[src/rtl/iso_edge_tx.sv]
module iso_edge_tx #(
  parameter int LINES          = 5,
  parameter int REFRESH_CYCLES = 500
) (
  input  logic             clk,
  input  logic             rst_n,
  input  logic             enable,
  input  logic [LINES-1:0] line_in,
  output logic [LINES-1:0] set_hi,
  output logic [LINES-1:0] set_lo
);
  localparam int CW = (REFRESH_CYCLES > 2) ? $clog2(REFRESH_CYCLES) : 1;
  localparam logic [CW-1:0] LAST = CW'(REFRESH_CYCLES - 1);

  logic [LINES-1:0] meta, syncd;
  logic             en_q;
  logic             resume;

  always_ff @(posedge clk) begin
    if (!rst_n) begin
      meta  <= '0;
      syncd <= '0;
      en_q  <= 1'b0;
    end else begin
      meta  <= line_in;
      syncd <= meta;
      en_q  <= enable;
    end
  end

  assign resume = enable & ~en_q;

  for (genvar i = 0; i < LINES; i++) begin : g_line
    logic [CW-1:0] cnt;
    logic          lvl, hi_r, lo_r;
    logic          evt, tick;

    assign evt  = resume | (enable & (syncd[i] ^ lvl));
    assign tick = (cnt == LAST);

    always_ff @(posedge clk) begin
      if (!rst_n) begin
        cnt  <= '0;
        lvl  <= 1'b0;
        hi_r <= 1'b0;
        lo_r <= 1'b0;
      end else if (evt) begin
        cnt  <= '0;
        lvl  <= syncd[i];
        hi_r <= syncd[i];
        lo_r <= ~syncd[i];
      end else if (tick) begin
        cnt  <= '0;
        hi_r <= lvl;
        lo_r <= ~lvl;
      end else begin
        cnt  <= cnt + 1'b1;
        hi_r <= 1'b0;
        lo_r <= 1'b0;
      end
    end

    assign set_hi[i] = hi_r;
    assign set_lo[i] = lo_r;

    a_r4_strobe_exclusive: assert property (@(posedge clk) disable iff (!rst_n)
      !(hi_r && lo_r));
    a_r2_hi_matches_level: assert property (@(posedge clk) disable iff (!rst_n)
      hi_r |-> lvl);
    a_r3_lo_matches_level: assert property (@(posedge clk) disable iff (!rst_n)
      lo_r |-> !lvl);
    a_r7_hold_when_disabled: assert property (@(posedge clk) disable iff (!rst_n)
      !enable |=> $stable(lvl));
    a_r8_resume_sends: assert property (@(posedge clk) disable iff (!rst_n)
      (enable && !en_q) |=> (hi_r || lo_r));
    a_r5_counter_bound: assert property (@(posedge clk) disable iff (!rst_n)
      cnt <= LAST);
  end

endmodule

[config.mk]
export PLATFORM = sky130hd
export DESIGN_NAME = iso_edge_tx
export DESIGN_NICKNAME = d
export VERILOG_FILES = /design/src/rtl/iso_edge_tx.sv
export SDC_FILE = /design/constraint.sdc
export NUM_CORES = 1
export LEC_CHECK = 0
export BUFFER_PORTS_ARGS = -buffer_cell sky130_fd_sc_hd__buf_4
export CAP_MARGIN = 20
export CELL_PAD_IN_SITES_DETAIL_PLACEMENT = 1
export CELL_PAD_IN_SITES_GLOBAL_PLACEMENT = 1
export CORE_UTILIZATION = 51
export DETAILED_ROUTE_END_ITERATION = 6
export GPL_ROUTABILITY_DRIVEN = 0
export PLACE_DENSITY_LB_ADDON = 0.1
export SLEW_MARGIN = 20
export SYNTH_ARGS = -nofsm -noshare
export SYNTH_HDL_FRONTEND = slang
export SYNTH_SLANG_ARGS = --single-unit
[constraint.sdc]
create_clock -name clk -period 3.6 [get_ports clk]
set_input_delay 0.36 -clock clk [delete_from_list [all_inputs] [get_ports clk]]
set_output_delay 0.36 -clock clk [all_outputs]
set_load 0.005 [all_outputs]
### Word-level counts from Yosys, hierarchy flattened

Cells that the tools add are included.

* eq/ne operators: 5
* add/subtract/negate cells: 5
* reductions and logical operators: 5
* muxes and demuxes: 20
* bitwise gates (word level): 28

Operator list (count)
* 9-bit by 1-bit adder with 9-bit output, second input constant: 5
* 9-bit equality test, second input constant: 5
* 1-bit 2-to-1 mux: 20
* 3-bit OR reduction: 5
* 1-bit NOT: 12
* 1-bit AND: 6
* 1-bit bitwise OR: 5
* 1-bit XOR: 5

* bits of input ports: 8
* register bits after elaboration: 71
* word-level logic and storage cells: 86
* output and inout bits: 10

### Longest topological paths before layout

Gate-level depths: netlist of run 1.

* depth after elaboration: 4
* depth in mapped cells: 5
* gate-level depth less buffers: 4

### Worst setup path before layout of run 1

Ideal clock, no wire load.

* kind: reg-to-reg
* from: reg g_line[0].cnt[0]
* to: reg g_line[0].hi_r
* setup slack: 2.268 ns
* clock period less this slack: 1.332 ns
* library setup time: 0.115 ns
* data required time: 3.485 ns
* cell stages (with the launch flop): 6
* data arrival time: 1.217 ns
* buffers on the path: 1
* cells stage by stage: dfxtp_1 ha_1 and4bb_1 and2_1 buf_6 o21a_1

* cells in the longest elaborated chain, start to end: 3

RTL lines
* start, declared: RTL line 34 `logic [CW-1:0] cnt;`
* start signal, assigned: RTL line 57 `cnt <= cnt + 1'b1;`
* 9-bit equality test: RTL line 39 `assign tick = (cnt == LAST);`
* 1-bit 2-to-1 mux: RTL line 52 `end else if (tick) begin`
* 1-bit 2-to-1 mux: RTL line 47 `end else if (evt) begin`
* end signal, assigned: RTL line 50 `hi_r <= syncd[i];`
* end signal, assigned: RTL line 54 `hi_r <= lvl;`
* end, declared: RTL line 35 `logic lvl, hi_r, lo_r;`

Every way passes these cells.
A chain may end at the register's enable or synchronous reset.

### Worst setup path in the final report of run 1

* from: reg en_q
* to: reg g_line[1].cnt[6]

* cells in the longest elaborated chain, start to end: 4

RTL lines
* start, declared: RTL line 16 `logic en_q;`
* start signal, assigned: RTL line 27 `en_q <= enable;`
* 1-bit NOT: RTL line 31 `assign resume = enable & ~en_q;`
* 1-bit AND: RTL line 31
* 1-bit bitwise OR: RTL line 38 `assign evt = resume | (enable & (syncd[i] ^ lvl));`
* 3-bit OR reduction (no source line)
* end signal, assigned: RTL line 57
* end, declared: RTL line 34

Every way passes these cells.

==> key figures, run 1 <==
Outcome
  – Outcome: completed

Logic synthesis
  – Number of flops mapped to enable cells by yosys: 0
  – Post-Synth Simple-Gate Area: approximately a quarter
  – Mapped Cells: 323
  – Post-synth ARST share: 0%
  – Compound-Gate Fraction of Synth Area: between 10% and 20%
  – Cell accounting for the most synthesized area: dfxtp_1
  – Seq/Total Area, Yosys: a little under half
  – Multiplexer share of the synthesized area: 1.71%
  – Yosys cell types: between 40 and 50
  – Avg Cell Area, Syn: 9.76 sq um
  – Syn Nets: ~340
  – Cell area after synthesis: approximately 0.0032 sq mm
  – Most common flop cell mapped by yosys: dfxtp_1
  – Post-Synth XOR/XNOR Area: approximately 5.8%
  – Synth Register Bits: 71
  – Yosys top cell area share: between 40% and 50%
  – Ranking of synthesized cells by area: dfxtp_1 (45%), xnor2_1 (3.9%), buf_4 (2.9%)
  – Adder-Cell Fraction of Synth Area: 1.98%
  – Warnings, synthesis: 0
  – Largest family of logic cells by synthesized area: simple AND/OR/NAND/NOR gates

Layout
  – Fin cells: ~400
  – Most frequent cells in the layout: dfxtp_1 (71), nand3_1 (17), buf_4 (17)
  – Multi-input logic area: around 0.0015 sq mm
  – Layout cell share with drive strength beyond 1: approximately 15%
  – Final Cell Area: ~0.0034 sq mm
  – Layout area overhead: 8.14%
  – Final nets: between 300 and 400
  – Fillers: roughly 700
  – Register area: around 0.0014 sq mm
  – N_diodes: 0
  – Commonest non-fill, non-tap cell in the layout: dfxtp_1

Timing
  – Fin. Hold Viols: 0
  – Final min period: roughly 1.6 ns
  – Achievable Freq: 613 MHz
  – Clock Skew: around 0.0094 ns
  – RSZ-0062 raised after global routing: no
  – Slew @ Worst Pin: 1.02 ns
  – Final clock period utilization by the worst path: a little under half
  – Fin. max-slew vios: 0
  – Setup TNS: 0 ns
  – Slew HR: 31.9%
  – Setup Viol. Count Final: 0

Die
  – Die width: ~81 um
  – Height of the die: between 80 and 90 um
  – Core ar.: 0.00596 sq mm
  – # IOs: 18
  – Cell row count: 28
  – Die area: 0.00650 sq mm
  – Starting Density: between 50% and 60%

Power and ir drop
  – Power per cell area: 422 mW/mm^2
  – Pwr Total: roughly 1.4 mW
  – Maximum vdd drop: ~0.00032 V
  – P_leak: 1.20 nW

Flow run
  – Max cap viols: 0

Detailed routing
  – Mean number of vias per cell: around 5.6
  – Routed via count: 2,289
  – DRT Wirelength: about 5900 um
  – Routed Antenna Nets: 0
  – Drt drc: 0
  – WL per Instance: 14.4 um
  – DR pass1 iterations: 4
  – DRT iter0 DRCs: 84

Worst setup path
  – Critical path arrival: 1.87 ns
  – R2R depth: 3
  – CP top delay family: flip-flops
  – WP buf/inv: 0
  – R2R Path End: g_line[1].cnt[6]
  – Crit Path Class: reg -> reg
  – CP max FO: 11
  – Critical path's slowest cell: dfxtp_1
  – R2R setup slack: approximately 2 ns
  – Worst R2R Start: en_q
  – Required time of the critical path: between 3 and 4 ns
  – Startpoint types: flip-flop
  – Critical Path End Type: flip-flop
  – CP Cell Sequence: and2_1, a21oi_4, a211oi_1
  – Slowest cell delay on critical path: ~0.55 ns

Placement
  – Placed Cells: around 400
  – IO buf count: 17
  – Dpl cell area: ~0.0032 sq mm
  – HPWL after detailed placement: around 4200 um

Clock tree
  – Max Root-Sink Buffers: 2
  – H-tree levels: 3
  – Clock transition at the registers of the reported paths: 0.07 ns
  – Worst-Skew Late Latency: about 0.34 ns
  – CTS tree: built
  – CTS Buf Count: 9
  – Post-CTS sizing: 0
  – Post CTS Setup Buffer Count: 0
  – Clock sinks: approximately 70
  – Root buffer cell: clkbuf_8
  – Cts hold-fix bufs: 0

Global routing
  – First-pass GRT wire length: between 10,000 and 15,000 um
  – GRT Total Usage: 20.9%
  – Number of global-route vias before repair: 2,252
  – Initial antenna violation count: 0
  – GR Overflow Total: 0
  – Largest net degree at the start of global routing: 18

Worst hold path
  – Worst hold path type: in -> reg
  – Worst Hold Path Cells: 2
  – Hold Crit Endpoint: meta[2]
  – Hold Startpoint: line_in[2]
worst register-to-register path: cells and delay by family (launching register included):
family	cells	cell delay (ns)
compound gates	2	0.45
flops	1	0.55
simple gates	1	0.53
logic make-up (layout without fill, tap and decap cells):
family                     Yosys count  after routing
and+or+nand+nor                    123            123
DFF                                 71             71
AOI/OAI and AO/OA                   66             66
buffers and inverters               33             46
xor gates and xnor gates            20             20
adders and majority gates            5              5
muxes                                5              5
synthesized netlist by cell type, drive strengths merged, types with 2 or more instances:
| library cell | count |
|---|---|
| xor2 | 5 |
| and3 | 10 |
| buf | 17 |
| o211a | 2 |
| a21oi | 17 |
| o21ai | 12 |
| inv | 14 |
| o21a | 6 |
| nand3 | 17 |
| ha | 5 |
| a31oi | 9 |
| nand2 | 10 |
| clkbuf | 2 |
| nand4bb | 4 |
| mux2i | 2 |
| mux2 | 3 |
| nand2b | 5 |
| a21boi | 5 |
| nand4 | 8 |
| nor3b | 8 |
| nor2 | 11 |
| a211oi | 13 |
| nor2b | 2 |
| nor3 | 18 |
| xnor2 | 15 |
| or3 | 9 |
| dfxtp | 71 |
| nor4 | 2 |
| and4 | 3 |
| and2 | 13 |
area by class of cell:
type                       count  share of cell area [%]
clock inverter                 4                   0.661
sequential                    71                    41.7
tap                           75                    2.75
multi-input combinational    219                    45.4
timing repair buffer          17                    3.74
inverter                      14                    1.54
clock buffer                  11                    4.15
flip-flops by register name (all words and copies together), names as in the netlist:
name,count
g_line.cnt,45
g_line.hi_r,5
g_line.lvl,5
en_q,1
g_line.lo_r,5
meta,5
syncd,5
how the worst max path moves through the flow:
stage                           from                to  cells after the start
floorplan           g_line[0].cnt[0]    g_line[0].hi_r                      5
global placement               rst_n  g_line[0].cnt[5]                      4
detailed placement             rst_n  g_line[0].cnt[5]                      4
CTS                             en_q  g_line[1].cnt[6]                      3
global route                    en_q  g_line[1].cnt[6]                      3
finish                          en_q  g_line[1].cnt[6]                      3
routing by layer:
layer	part of all wire, %	GRT usage, %	vias up	wire length (um)
met4	1.6	8.57	0	93
met2	45	33.3	25	2680
li1	-	-	1170	-
met5	0	0	-	0
met1	50	26.1	1086	2970
met3	3.0	6.14	8	177
power by group:
part           switching (mW)  leakage [nW]  internal (mW)  total [mW]
combinational          0.0419         0.542         0.0368      0.0787
sequential             0.0178         0.578          0.806       0.824
clock                   0.276        0.0850          0.261       0.537
stage by stage:
stage,hold WS [ns],utilization [%],worst slack [ns]
global route,0.205,57.2,1.84
global placement,0.414,54.5,1.77
detailed placement,0.424,54.5,1.72
finish,0.232,57.2,1.97
floorplan,0.412,-,2.27
CTS,0.212,57.2,1.94
(Power assumes the default switching activity.)
==> inputs of run 2 (changes only) <==
CORE_UTILIZATION = 42   (was 51)
clock period = 1.4 ns   (was 3.6 ns; I/O delays follow)
==> run 2 against run 1 <==
  * Worst setup slack got worse by 1.9 ns
  * Critical path depth rose by 2
  * Via count rose by 3.7%
  * Worst hold slack got worse by 0.20 ns
  * Cell count rose by 11%
  * Routed wire length rose by 7.3%
  * Maximum frequency rose by 23%
  * Flip-flop and latch count did not move
  * Highest routed layer unchanged
  * Sequential share of layout area fell by 3.5 points
  * Non-clock buffer count rose by 21
==> key figures, run 2 (synthesis gave the netlist of run 1 again) <==
Clock tree
  – CTS Buf Count: 9 (unchanged)
  – Worst-Skew Late Latency: 0.34 ns (about the same)
  – Clock transition at the registers of the reported paths: 0.08 ns (about the same)
  – CTS tree: built
  – Root buffer cell: clkbuf_8
  – Max Root-Sink Buffers: 2 (unchanged)
  – H-tree levels: 3 (unchanged)
  – Clock sinks: 71 (unchanged)

Detailed routing
  – Routed length on met3: 143 um (-19%)
  – DR pass1 iterations: 4 (unchanged)
  – DRT Wirelength: 6350 um (+7.3%)
  – Routed Antenna Nets: 0 (unchanged)
  – Drt drc: 0 (unchanged)
  – Routed metal-1 wirelength: 3300 um (+11%)
  – Routed via count: 2,373 (+3.7%)
  – DRT iter0 DRCs: 57 (-32%)
  – Top sig layer: met4
  – Met2 WL post-DR: 2840 um (+6.0%)
  – WL per Instance: 13.9 um (-3.5%)
  – Mean number of vias per cell: 5.19 (-6.8%)

Layout
  – Top reg by flops: g_line.cnt
  – Layout area overhead: 18.2%
  – Final nets: 366 (+6.1%)
  – Number of flip-flops in the largest register: 45 (unchanged)
  – Layout cell share with drive strength beyond 1: 22.6% (+8.0 points)
  – Most frequent cells in the layout: dfxtp_1 (69), buf_4 (34), nand3_1 (17)
  – Commonest non-fill, non-tap cell in the layout: dfxtp_1
  – N_diodes: 0 (unchanged)

Die
  – # IOs: 18 (unchanged)
  – Die area: 0.00785 sq mm (+21%)
  – Starting Density: 43.5% (-9.5 points)
  – Height of the die: 88.6 um (+9.9%)
  – Die width: 88.6 um (+9.9%)
  – Core ar.: 0.00725 sq mm (+22%)
  – Cell row count: 31 (+11%)

Global routing
  – GRT Total Usage: 17.7% (-3.2 points)
  – Number of global-route vias before repair: 2,302 (+2.2%)
  – First-pass GRT wire length: 10,600 um (+3.2%)
  – Largest net degree at the start of global routing: 17 (-1)
  – GR Overflow Total: 0 (unchanged)
  – Initial antenna violation count: 0 (unchanged)

Worst setup path
  – Required time of the critical path: 1.67 ns (-2.17 ns)
  – CP Cell Sequence: ha_1, buf_4, and3_2, a21o_1, a211oi_2
  – Worst R2R Start: g_line[0].cnt[1]
  – R2R depth: 5 (+2)
  – R2R Path End: g_line[0].cnt[6]
  – CP max FO: 5 (-6)
  – Critical path's slowest cell: dfxtp_2
  – Startpoint types: flip-flop
  – Crit Path Class: reg -> reg
  – Slowest cell delay on critical path: 0.34 ns (-0.21 ns)
  – Critical Path End Type: flip-flop
  – R2R setup slack: 0.07 ns (-1.90 ns)
  – Critical path arrival: 1.60 ns (-0.27 ns)

Timing
  – Achievable Freq: 751 MHz (+23%)
  – Slew @ Worst Pin: 1.01 ns (-0.0125 ns)
  – RSZ-0062 raised after global routing: yes
  – Final min period: 1.33 ns (-0.300 ns)
  – Slew HR: 32.8% (+0.84 points)
  – Fin. Hold Viols: 0 (unchanged)
  – Setup TNS: 0 ns (unchanged)
  – Final WS setup: 0.0676 ns (-1.90 ns)
  – Final clock period utilization by the worst path: 95.2% (+50 points)
  – Setup Viol. Count Final: 0 (unchanged)
  – Clock Skew: 0.00789 ns (-0.00155 ns)
  – Fin. max-slew vios: 0 (unchanged)

Worst hold path
  – Worst hold path type: in -> reg
  – Hold Crit Endpoint: meta[3]
  – Hold Startpoint: line_in[3]
  – Worst Hold Path Cells: 2 (unchanged)

Power and ir drop
  – Reg power frac: 51.4% (-5.8 points)
  – Psw: 922 uW (+180%)
  – Power per cell area: 1100 mW/mm^2 (+160%)
  – Net Sw Frac: 22.4% (-0.85 points)
  – Maximum vdd drop: 0.000774 V (+140%)
  – Clock power share: 42.5% (+5.2 points)
  – Pint: 3.19 mW (+190%)
  – Gate power share: 6.1% (+0.6 points)
  – P_leak: 1.33 nW (+10%)

Placement
  – Pre-CTS worst setup slack: -0.126 ns (-1.85 ns)
  – HPWL after detailed placement: 4470 um (+7.4%)
  – IO buf count: 17 (unchanged)

Outcome
  – Outcome: completed

Flow run
  – Max cap viols: 0 (unchanged)
==> run 2: metal layers <==
layer,vias to the layer above,GRT usage (%)
met3,7,3.92
met5,-,0
met4,0,7.92
li1,1217,-
met1,1125,24.0
met2,24,27.0
==> run 2: worst max path at each step <==
stage	startpoint	to	cells past startpoint
4_1_cts	g_line[1].cnt[1]	g_line[1].hi_r	5
2_1_floorplan	g_line[0].cnt[0]	g_line[0].hi_r	5
5_1_grt	g_line[2].cnt[0]	g_line[2].cnt[6]	5
6_report	g_line[0].cnt[1]	g_line[0].cnt[6]	5
3_3_place_gp	rst_n	g_line[0].cnt[5]	4
3_5_place_dp	enable	g_line[1].cnt[8]	4
==> run 2: final cells by class <==
type | count | area [sq um]
repair buffers | 38 | 295
clock inverters | 7 | 87.6
inverters | 14 | 52.6
clock buffers | 9 | 124
flip-flops and latches | 71 | 1420
well taps | 99 | 124
fillers | 842 | 3530
multi-input cells | 219 | 1620
==> run 2: repair_timing <==
item                       4_1_cts  5_1_grt
hold endpoints to repair         4        0
setup buffers                    0        0
hold buffers                     4        0
gates resized for setup          3       13
pin swaps                        0        1
cloned                           0        0
setup endpoints to repair        8       20
==> run 2: power groups by stage <==
stage	Combinational (mW)	Clock, mW	Sequential [mW]
after CTS	0.252	1.82	2.11
final	0.251	1.75	2.11
after detailed placement	0.241	0	2.16
after global routing	0.280	1.90	2.12
after global placement	0.235	0	2.15
after floorplan	0.163	0	2.15
==> run 2: through the flow <==
step | total power, mW | instance area (sq um) | hold WS, ns | cells | utilization, %
detailed placement | 2.40 | 3400 | 0.353 | 437 | 46.9
finish | 4.11 | 3720 | 0.0301 | 457 | 51.4
global placement | 2.39 | 3400 | 0.350 | 437 | 46.9
floorplan | 2.31 | 3150 | 0.262 | 323 | -
global route | 4.30 | 3720 | 0.0195 | 457 | 51.4
CTS | 4.18 | 3680 | 0.0166 | 457 | 50.7
==> run 2: critical path, delay by kind of cell, from the launching register on <==
kind | cells | cell delay (ns)
compound gates | 2 | 0.38
buf+inv | 1 | 0.14
flops | 1 | 0.34
simple gates | 1 | 0.21
fa+ha+maj | 1 | 0.19
